`config.mk`:
```
export PLATFORM = sky130hd
export DESIGN_NAME = lhist_bpred
export DESIGN_NICKNAME = d
export VERILOG_FILES = /design/src/rtl/lhp_pkg.sv /design/src/rtl/lhp_hist_bank.sv /design/src/rtl/lhp_pattern_table.sv /design/src/rtl/lhist_bpred.sv
export SDC_FILE = /design/constraint.sdc
export NUM_CORES = 1
export LEC_CHECK = 0
export CAP_MARGIN = 30
export CORE_UTILIZATION = 25
export DETAILED_ROUTE_END_ITERATION = 6
export GPL_ROUTABILITY_DRIVEN = 0
export PLACE_DENSITY = 0.36
export SYNTH_ARGS = -nofsm -noshare
export SYNTH_HDL_FRONTEND = slang
export SYNTH_SLANG_ARGS = --single-unit
export TNS_END_PERCENT = 1
```
`constraint.sdc`:
```
create_clock -name clk -period 5.6 [get_ports clk]
set_input_delay 1.12 -clock clk [delete_from_list [all_inputs] [get_ports clk]]
set_output_delay 1.12 -clock clk [all_outputs]
set_load 0.01 [all_outputs]
```
`src/rtl/lhp_pkg.sv`:
```
`timescale 1ns/1ps
// Package: shared types and the saturating step rule for the predictor.
// Assumes 2-bit counters where values 2 and 3 mean "taken".
package lhp_pkg;

    typedef logic [1:0] ctr2_t;

    localparam ctr2_t CTR_MAX   = 2'd3;
    localparam ctr2_t CTR_MIN   = 2'd0;
    localparam ctr2_t CTR_RESET = 2'd1;   // weakly not taken

    // One saturating step toward the resolved direction.
    function automatic ctr2_t ctr_step(input ctr2_t cur, input logic taken);
        ctr2_t nxt;
        if (taken) begin
            nxt = (cur == CTR_MAX) ? CTR_MAX : cur + 2'd1;
        end else begin
            nxt = (cur == CTR_MIN) ? CTR_MIN : cur - 2'd1;
        end
        return nxt;
    endfunction

endpackage

```
`src/rtl/lhp_hist_bank.sv`:
```
`timescale 1ns/1ps
// Module: bank of per-branch outcome shift registers.
// One combinational read port for the prediction side and one read-modify-write
// port for the resolve side. Assumes HIST_LEN >= 2. On a write, the newest
// outcome enters bit 0 and the oldest bit is dropped.
module lhp_hist_bank #(
    parameter int SEL_BITS = 4,
    parameter int HIST_LEN = 6
) (
    input  logic                clk,
    input  logic                rst_n,
    input  logic [SEL_BITS-1:0] rd_sel,
    output logic [HIST_LEN-1:0] rd_hist,
    input  logic                wr_en,
    input  logic [SEL_BITS-1:0] wr_sel,
    input  logic                wr_taken,
    output logic [HIST_LEN-1:0] wr_hist
);
    localparam int NREG = 1 << SEL_BITS;

    logic [HIST_LEN-1:0] hist_q [NREG];

    // Read ports: history for the predicted branch and for the resolving one.
    assign rd_hist = hist_q[rd_sel];
    assign wr_hist = hist_q[wr_sel];

    for (genvar r = 0; r < NREG; r++) begin : g_reg
        // Shift the resolved outcome into register r when it is addressed.
        always_ff @(posedge clk) begin
            if (!rst_n) begin
                hist_q[r] <= '0;
            end else if (wr_en && (wr_sel == SEL_BITS'(r))) begin
                hist_q[r] <= {hist_q[r][HIST_LEN-2:0], wr_taken};
            end
        end

        // An unaddressed register keeps its value.
        p_hist_hold_r8 : assert property (@(posedge clk) disable iff (!rst_n)
            !(wr_en && (wr_sel == SEL_BITS'(r))) |=> $stable(hist_q[r]));
    end

    // The written register holds the old pattern shifted, with the outcome at bit 0.
    p_hist_shift_r7 : assert property (@(posedge clk) disable iff (!rst_n)
        wr_en |=> (hist_q[$past(wr_sel)][0] == $past(wr_taken)) &&
                  (hist_q[$past(wr_sel)][HIST_LEN-1:1] == $past(wr_hist[HIST_LEN-2:0])));

endmodule

```
`src/rtl/lhp_pattern_table.sv`:
```
`timescale 1ns/1ps
// Module: table of 2-bit saturating direction counters indexed by a history pattern.
// The read is combinational; the update is one saturating step on the clock edge.
// Assumes the index width equals the history length.
module lhp_pattern_table
    import lhp_pkg::*;
#(
    parameter int HIST_LEN = 6
) (
    input  logic                clk,
    input  logic                rst_n,
    input  logic [HIST_LEN-1:0] rd_idx,
    output logic                rd_taken,
    input  logic                wr_en,
    input  logic [HIST_LEN-1:0] wr_idx,
    input  logic                wr_taken
);
    localparam int DEPTH = 1 << HIST_LEN;

    ctr2_t ctr_q [DEPTH];
    ctr2_t wr_old;

    // Prediction is the top bit of the addressed counter.
    assign rd_taken = ctr_q[rd_idx][1];
    // Value that the current update starts from.
    assign wr_old   = ctr_q[wr_idx];

    for (genvar e = 0; e < DEPTH; e++) begin : g_ctr
        // Step counter e toward the resolved direction when it is addressed.
        always_ff @(posedge clk) begin
            if (!rst_n) begin
                ctr_q[e] <= CTR_RESET;
            end else if (wr_en && (wr_idx == HIST_LEN'(e))) begin
                ctr_q[e] <= ctr_step(ctr_q[e], wr_taken);
            end
        end

        // Counters not addressed by an update stay put.
        p_ctr_hold_r3 : assert property (@(posedge clk) disable iff (!rst_n)
            !(wr_en && (wr_idx == HIST_LEN'(e))) |=> $stable(ctr_q[e]));
    end

    // A taken update of a counter at its ceiling leaves it there.
    p_ctr_ceiling_r5 : assert property (@(posedge clk) disable iff (!rst_n)
        (wr_en && wr_taken && (wr_old == CTR_MAX)) |=> (ctr_q[$past(wr_idx)] == CTR_MAX));

    // A taken update below the ceiling adds exactly one.
    p_ctr_inc_r5 : assert property (@(posedge clk) disable iff (!rst_n)
        (wr_en && wr_taken && (wr_old != CTR_MAX)) |=>
            (ctr_q[$past(wr_idx)] == ctr2_t'($past(wr_old) + 2'd1)));

    // A not-taken update of a counter at its floor leaves it there.
    p_ctr_floor_r6 : assert property (@(posedge clk) disable iff (!rst_n)
        (wr_en && !wr_taken && (wr_old == CTR_MIN)) |=> (ctr_q[$past(wr_idx)] == CTR_MIN));

    // A not-taken update above the floor subtracts exactly one.
    p_ctr_dec_r6 : assert property (@(posedge clk) disable iff (!rst_n)
        (wr_en && !wr_taken && (wr_old != CTR_MIN)) |=>
            (ctr_q[$past(wr_idx)] == ctr2_t'($past(wr_old) - 2'd1)));

endmodule

```
`src/rtl/lhist_bpred.sv`:
```
`timescale 1ns/1ps
// Module: two-level local-history branch direction predictor (top).
// Low PC bits above the instruction alignment select a history register; the
// history value indexes a shared counter table. Both reads are combinational.
// A resolve updates the counter picked by the pre-update history, then shifts
// the outcome into that history register, both on the same edge.
// Assumes 4-byte aligned branch addresses and PC_W >= SEL_BITS + 2.
module lhist_bpred #(
    parameter int PC_W     = 32,
    parameter int SEL_BITS = 4,
    parameter int HIST_LEN = 6
) (
    input  logic            clk,
    input  logic            rst_n,
    input  logic [PC_W-1:0] pred_pc,
    output logic            pred_taken,
    input  logic            upd_valid,
    input  logic [PC_W-1:0] upd_pc,
    input  logic            upd_taken
);
    localparam int SEL_LO = 2;
    localparam int SEL_HI = SEL_BITS + SEL_LO - 1;

    logic [SEL_BITS-1:0] pred_sel;
    logic [SEL_BITS-1:0] upd_sel;
    logic [HIST_LEN-1:0] pred_hist;
    logic [HIST_LEN-1:0] upd_hist;

    // Address slices that pick the history register.
    assign pred_sel = pred_pc[SEL_HI:SEL_LO];
    assign upd_sel  = upd_pc[SEL_HI:SEL_LO];

    lhp_hist_bank #(
        .SEL_BITS (SEL_BITS),
        .HIST_LEN (HIST_LEN)
    ) hist_i (
        .clk      (clk),
        .rst_n    (rst_n),
        .rd_sel   (pred_sel),
        .rd_hist  (pred_hist),
        .wr_en    (upd_valid),
        .wr_sel   (upd_sel),
        .wr_taken (upd_taken),
        .wr_hist  (upd_hist)
    );

    lhp_pattern_table #(
        .HIST_LEN (HIST_LEN)
    ) pht_i (
        .clk      (clk),
        .rst_n    (rst_n),
        .rd_idx   (pred_hist),
        .rd_taken (pred_taken),
        .wr_en    (upd_valid),
        .wr_idx   (upd_hist),
        .wr_taken (upd_taken)
    );

    // A resolve on the register being read changes the read history next cycle
    // only through the shift, so its new bit 0 is the outcome just resolved.
    p_same_reg_r9 : assert property (@(posedge clk) disable iff (!rst_n)
        (upd_valid && (upd_sel == pred_sel)) |=>
            ($past(pred_sel) != pred_sel) || (pred_hist[0] == $past(upd_taken)));

endmodule

```
Yosys cells after proc, flatten, opt, wreduce, memory -nomap -nowiden:

Memory sizes are Yosys's and may differ from the RTL's.
Index checks and enable logic that the tools add are counted.

* add/subtract/negate cells: 128
* equality and inequality tests: 142
* muxes and demuxes: 641
* bitwise gates (word level): 80
* reduce and logical (&&, ||, !) cells: 146

Operators with widths (count)
* 2-bit 2-to-1 mux: 384
* 1-bit 2-to-1 mux: 241
* 6-bit == test (second input constant): 32
* 2-bit by 1-bit adder with 2-bit output (second input constant): 64
* 2-bit == test (second input constant): 64
* 2-bit zero test: 64
* 2-bit by 1-bit subtractor with 2-bit output (second input constant): 64
* 6-bit by 5-bit == test with 1-bit output (second input constant): 16
* 6-bit 2-to-1 mux: 16
* 1-bit logical AND: 80
* 1-bit bitwise OR: 80
* 6-bit by 4-bit == test with 1-bit output (second input constant): 8
* 4-bit == test (second input constant): 8
* 6-bit by 3-bit == test with 1-bit output (second input constant): 4
* 4-bit by 3-bit == test with 1-bit output (second input constant): 4
* 6-bit by 2-bit == test with 1-bit output (second input constant): 2
* 4-bit by 2-bit == test with 1-bit output (second input constant): 2
* 6-bit by 1-bit == test with 1-bit output (second input constant): 1
* 6-bit zero test: 1
* 4-bit by 1-bit == test with 1-bit output (second input constant): 1
* 4-bit zero test: 1

* bits in registers: 0
* RAM bits: 224
* bits of input ports: 68
* output and inout bits: 1
* word-level logic and storage cells: 1139
* memories: 2

Memory list
* pht_i.ctr_q: depth 64, bits a word 2, read ports 65, clocked after Yosys merged registers in 0, write ports 64, RTL line lhp_pattern_table.sv:20 `ctr2_t ctr_q [DEPTH];`
* hist_i.hist_q: depth 16, bits a word 6, read ports 18, clocked after Yosys merged registers in 0, write ports 16, RTL line lhp_hist_bank.sv:21 `logic [HIST_LEN-1:0] hist_q [NREG];`

Depth between registers and ports, before layout:

An unclocked memory read counts as a cell.

* depth in word-level cells: 7
* mapped depth: 12

Modules after synthesis:

From an unflattened synthesis, not the netlist that was laid out.

* cells, all modules: 1051
* area total of the unflattened synthesis: 12678.4 µm²

Modules (own cells, without submodules)
* lhp_pattern_table: times used 1, cells an instance 703, area an instance 7458.4 µm², seq. area each 3843.7 µm²
* lhp_hist_bank: times used 1, cells an instance 348, area an instance 5220.0 µm², seq. area each 2882.8 µm²

Least setup slack after synthesis:

Ideal clock, no wire load.

* path type: input port to output port
* from: in pred_pc[2]
* to: out pred_taken
* data arrival time: 3.496 ns
* data required time: 4.480 ns
* path slack: 0.984 ns
* cell stages on the path: 11
* path through: buf_6 > mux4_2 > nor3b_2 > a31oi_1 > o21ai_1 > buf_2 > mux2_2 > o211a_1 > a2111oi_1 > a22oi_1 > and3_1

* longest elaborated chain between the ends: 2

Ends and longest elaborated chain
* start: declaration: RTL line lhist_bpred.sv:15 `input logic [PC_W-1:0] pred_pc,`
* memory read 16 x 6 bit
* memory read 64 x 2 bit
* end: declaration: RTL line lhist_bpred.sv:16 `output logic pred_taken,`

Every way passes these cells.

Worst setup path after layout:

* from: in pred_pc[3]
* to: out pred_taken

The elaborated chain is that of the path after synthesis.

==> impl_metrics.csv <==
group,metric,value,unit
cts,numCtsBuffers,30,
timing,max_freq,182.8,MHz
power_and_ir_drop,switchingPower,1127,uW
power_and_ir_drop,peakVddDrop,0.1733,mV
cts,cts-root-buf,"clkbuf_16",
yosys,synth.most_common_cell,"edfxtp_1",
setup_path,start_kind,"input pin",
drt,drc_errors,0,
power_and_ir_drop,p_leak,0.005170,uW
setup_path,crit_arrival,4.35,ns
global_route,antenna_found_initial,0,
placed_design,io_buffer_count,12,
cts,holdBufCountCts,0,
cts,cts.clk_slew.worst_paths,0.06,ns
floorplanning,rows,82,
setup_path,slowest_delay,0.50,ns
setup_path,cp_slowest_cell,"clkdlybuf4s50_1",
cts,cts_max_level,1,
power_and_ir_drop,pwr-share-clk,0.444,
timing,setup_viol,0,
setup_path,path_cells,"clkdlybuf4s50_1 > buf_12 > buf_4 > buf_4 > mux4_2 > mux2i_1 > a21oi_2 > buf_12 > mux4_2 > and2_1 > a2111oi_2 > a22oi_1 > and3_1 > dlygate4sd2_1",
yosys,syn_inst,1075,
yosys,syn-cell-area,12830,um2
global_route,grt-ovfl-total,0,
setup_path,cp_top_family,"buffers and inverters",
cells_and_area,fillers,5131,
global_route,grt_pass1_wl,56180,um
run,cap_violations,0,
yosys,synth_commonest_cells,"224 x edfxtp_1, 144 x o21ai_0, 102 x and2_1",
floorplanning,die-area,52210,um2
yosys,yosys.area.top_type,"edfxtp_1",
timing,fin_skew,0.02027,ns
run_status,status,"completed",
global_route,grt_use_total,0.1405,
yosys,synth-edff-count,224,
yosys,ys_top_cells_by_area,"edfxtp_1 52%, mux4_2 11%, o21ai_0 5.6%",
drt,wl_per_cell,20.23,um
power_and_ir_drop,netSwitchingFraction,0.2550,
drt,avgViaCountPerCell,4.782,
cells_and_area,final_nets,1152,
timing,period_minus_slack,5.470,ns
drt,postRouteAntennaNets,0,
cells_and_area,area_delta_synth_final,15.77,%
setup_path,path_class,"in -> out",
yosys,synth_top_area_frac,0.5244,
yosys,yosysSeqAreaShare,0.5244,
setup_path,cp_data_required_time,4.48,ns
timing,slew-limit-headroom,0.3401,
cts,cts.sinks,224,
floorplanning,placeableCoreArea,50380,um2
drt,drt_iter0_markers,516,
timing,drv_slew,0,
power_and_ir_drop,intPower,3292,uW
timing,period_share,0.9767,
timing,rsz0062_at_grt,"false",
cts,cts_tree,"built",
power_and_ir_drop,p_per_area,297.6,nW/um2
placed_design,dp.cells,1723,
power_and_ir_drop,combPwrFrac,0.115,
min_path,hp-class,"reg -> reg",
setup_path,end_kind,"output port",
cells_and_area,drive_above_1_share,0.1741,
cells_and_area,stdcell_count,1777,
yosys,synth_seq_cells,224,
yosys,synth.avg_cell_area,11.93,um2
drt,firstDrtPassIters,5,
cts,ctsLongestPathBuffers,3,
floorplanning,fp.dieH,228.5,um
setup_path,worst-path-buf-inv,6,
floorplanning,start_util,0.2546,
setup_path,crit_path_max_fanout,11,
floorplanning,boundaryPins,69,
drt,drt-total-wl,35940,um
power_and_ir_drop,seqPwrFrac,0.441,
timing,hold_viol,0,
timing,tightest_slew,0.9795,ns
cts,clkLatencyLatePin,0.57,ns
yosys,yosysWarnings,0,
global_route,grt_pass1_vias,8608,
placed_design,dp_hpwl,24700,um
global_route,grt_max_degree,75,
yosys,yosysUniqueCellTypes,47,
yosys,synthFlopType,"edfxtp_1",
power_and_ir_drop,power.total,4418,uW
floorplanning,dieWidth,228.5,um
yosys,ys_async_sr_fraction,0,
yosys,synth_fp_nets,1143,
drt,via_count,8498,
power groups by stage:
stage	clock network, uW	registers [uW]	logic, uW
after floorplan	0	1960	326
after global placement	0	1980	514
after detailed placement	0	1980	515
after CTS	2020	1950	519
after global routing	2080	1960	557
final	1960	1950	509
kinds of logic after synthesis:
kind of cell	synth area share
flip-flops	0.5244
multiplexers	0.1308
adder cells (fa/ha/maj)	0.04839
AND/OR/NAND/NOR	0.1340
buffers and inverters	0.04946
AO/OA/AOI/OAI	0.1129
per-layer routing:
layer	routed length, um	track usage	share of wire	vias to the layer above
li1	-	-	-	4053
met1	17240	0.1972	0.48	4309
met2	17270	0.2317	0.48	101
met3	952	0.01984	0.026	35
met4	480	0.02349	0.013	0
met5	0	0	0	-
metrics by stage:
| stage | setup TNS (ns) | utilization | hold WS (ns) | setup slack [ns] | cell area (um2) |
|---|---|---|---|---|---|
| CTS | 0 | 0.2942 | 0.5808 | 0.07742 | 14820 |
| detailed placement | -0.3618 | 0.2739 | 0.5660 | -0.3618 | 13800 |
| floorplan | 0 | - | 0.5351 | 0.9845 | 12830 |
| finish | 0 | 0.2948 | 0.5751 | 0.1303 | 14850 |
| global placement | -0.3205 | 0.2739 | 0.5558 | -0.3205 | 13800 |
| global route | 0 | 0.2947 | 0.5989 | 0.006031 | 14840 |
flip-flops by register name, summed over array words and instances, names as in the netlist:
signal and flops:
hist_i.hist_q 96, pht_i.ctr_q 128
area by class of cell:
class / count / area [um2] / share of cell area
antenna: 2 / 5.005 / 0.0003370
clock buffer: 37 / 798.3 / 0.05376
clock inverter: 14 / 191.4 / 0.01289
inverter: 71 / 266.5 / 0.01795
multi-input combinational: 697 / 5519 / 0.3717
sequential: 224 / 6726 / 0.4530
tap: 672 / 840.8 / 0.05662
timing repair buffer: 60 / 501.7 / 0.03379
worst reg2reg max path, stage by stage, from the launching register on:
cell	delay, ns
edfxtp_1	0.41
mux4_2	0.53
mux4_2	0.48
nand2b_1	0.17
or2_1	0.28
inv_2	0.07
nand2_2	0.47
or3_1	0.58
worst paths after layout:
check / slack (ns) / depth (start not counted) / end / from
min reg2reg: 0.58 / 1 / hist_i.hist_q[10][3]$_SDFFCE_PN0P_ / hist_i.hist_q[10][2]$_SDFFCE_PN0P_
min: 0.58 / 1 / hist_i.hist_q[10][3]$_SDFFCE_PN0P_ / hist_i.hist_q[10][2]$_SDFFCE_PN0P_
max reg2reg: 2.37 / 7 / pht_i.ctr_q[8][0]$_SDFFCE_PN1P_ / hist_i.hist_q[6][5]$_SDFFCE_PN0P_
max: 0.13 / 14 / pred_taken / pred_pc[3]
cells in the final DEF (no fill, tap or decap), types with 5 or more instances in the layout:
master             n
mux2i_1           18
nor2b_1           10
o21ai_0          144
nand3_1            6
or3_1             64
clkbuf_1           6
a21oi_1            5
inv_1             68
clkbuf_16         31
clkdlybuf4s50_1    6
buf_4             45
maj3_1            62
nor2_1            21
and2_1           102
edfxtp_1         224
a211oi_2           9
a211oi_1          56
mux4_2            64
nand2_1           90
what timing repair did:
| action | 4_1_cts | 5_1_grt |
|---|---|---|
| pin swaps | 2 | 0 |
| setup endpoints to repair | 1 | 1 |
| hold endpoints to repair | 0 | 0 |
| buffers inserted | 1 | 0 |
| cloned | 0 | 0 |
| gates resized for setup | 8 | 4 |
No activity file was read; power rests on OpenSTA's default activity.
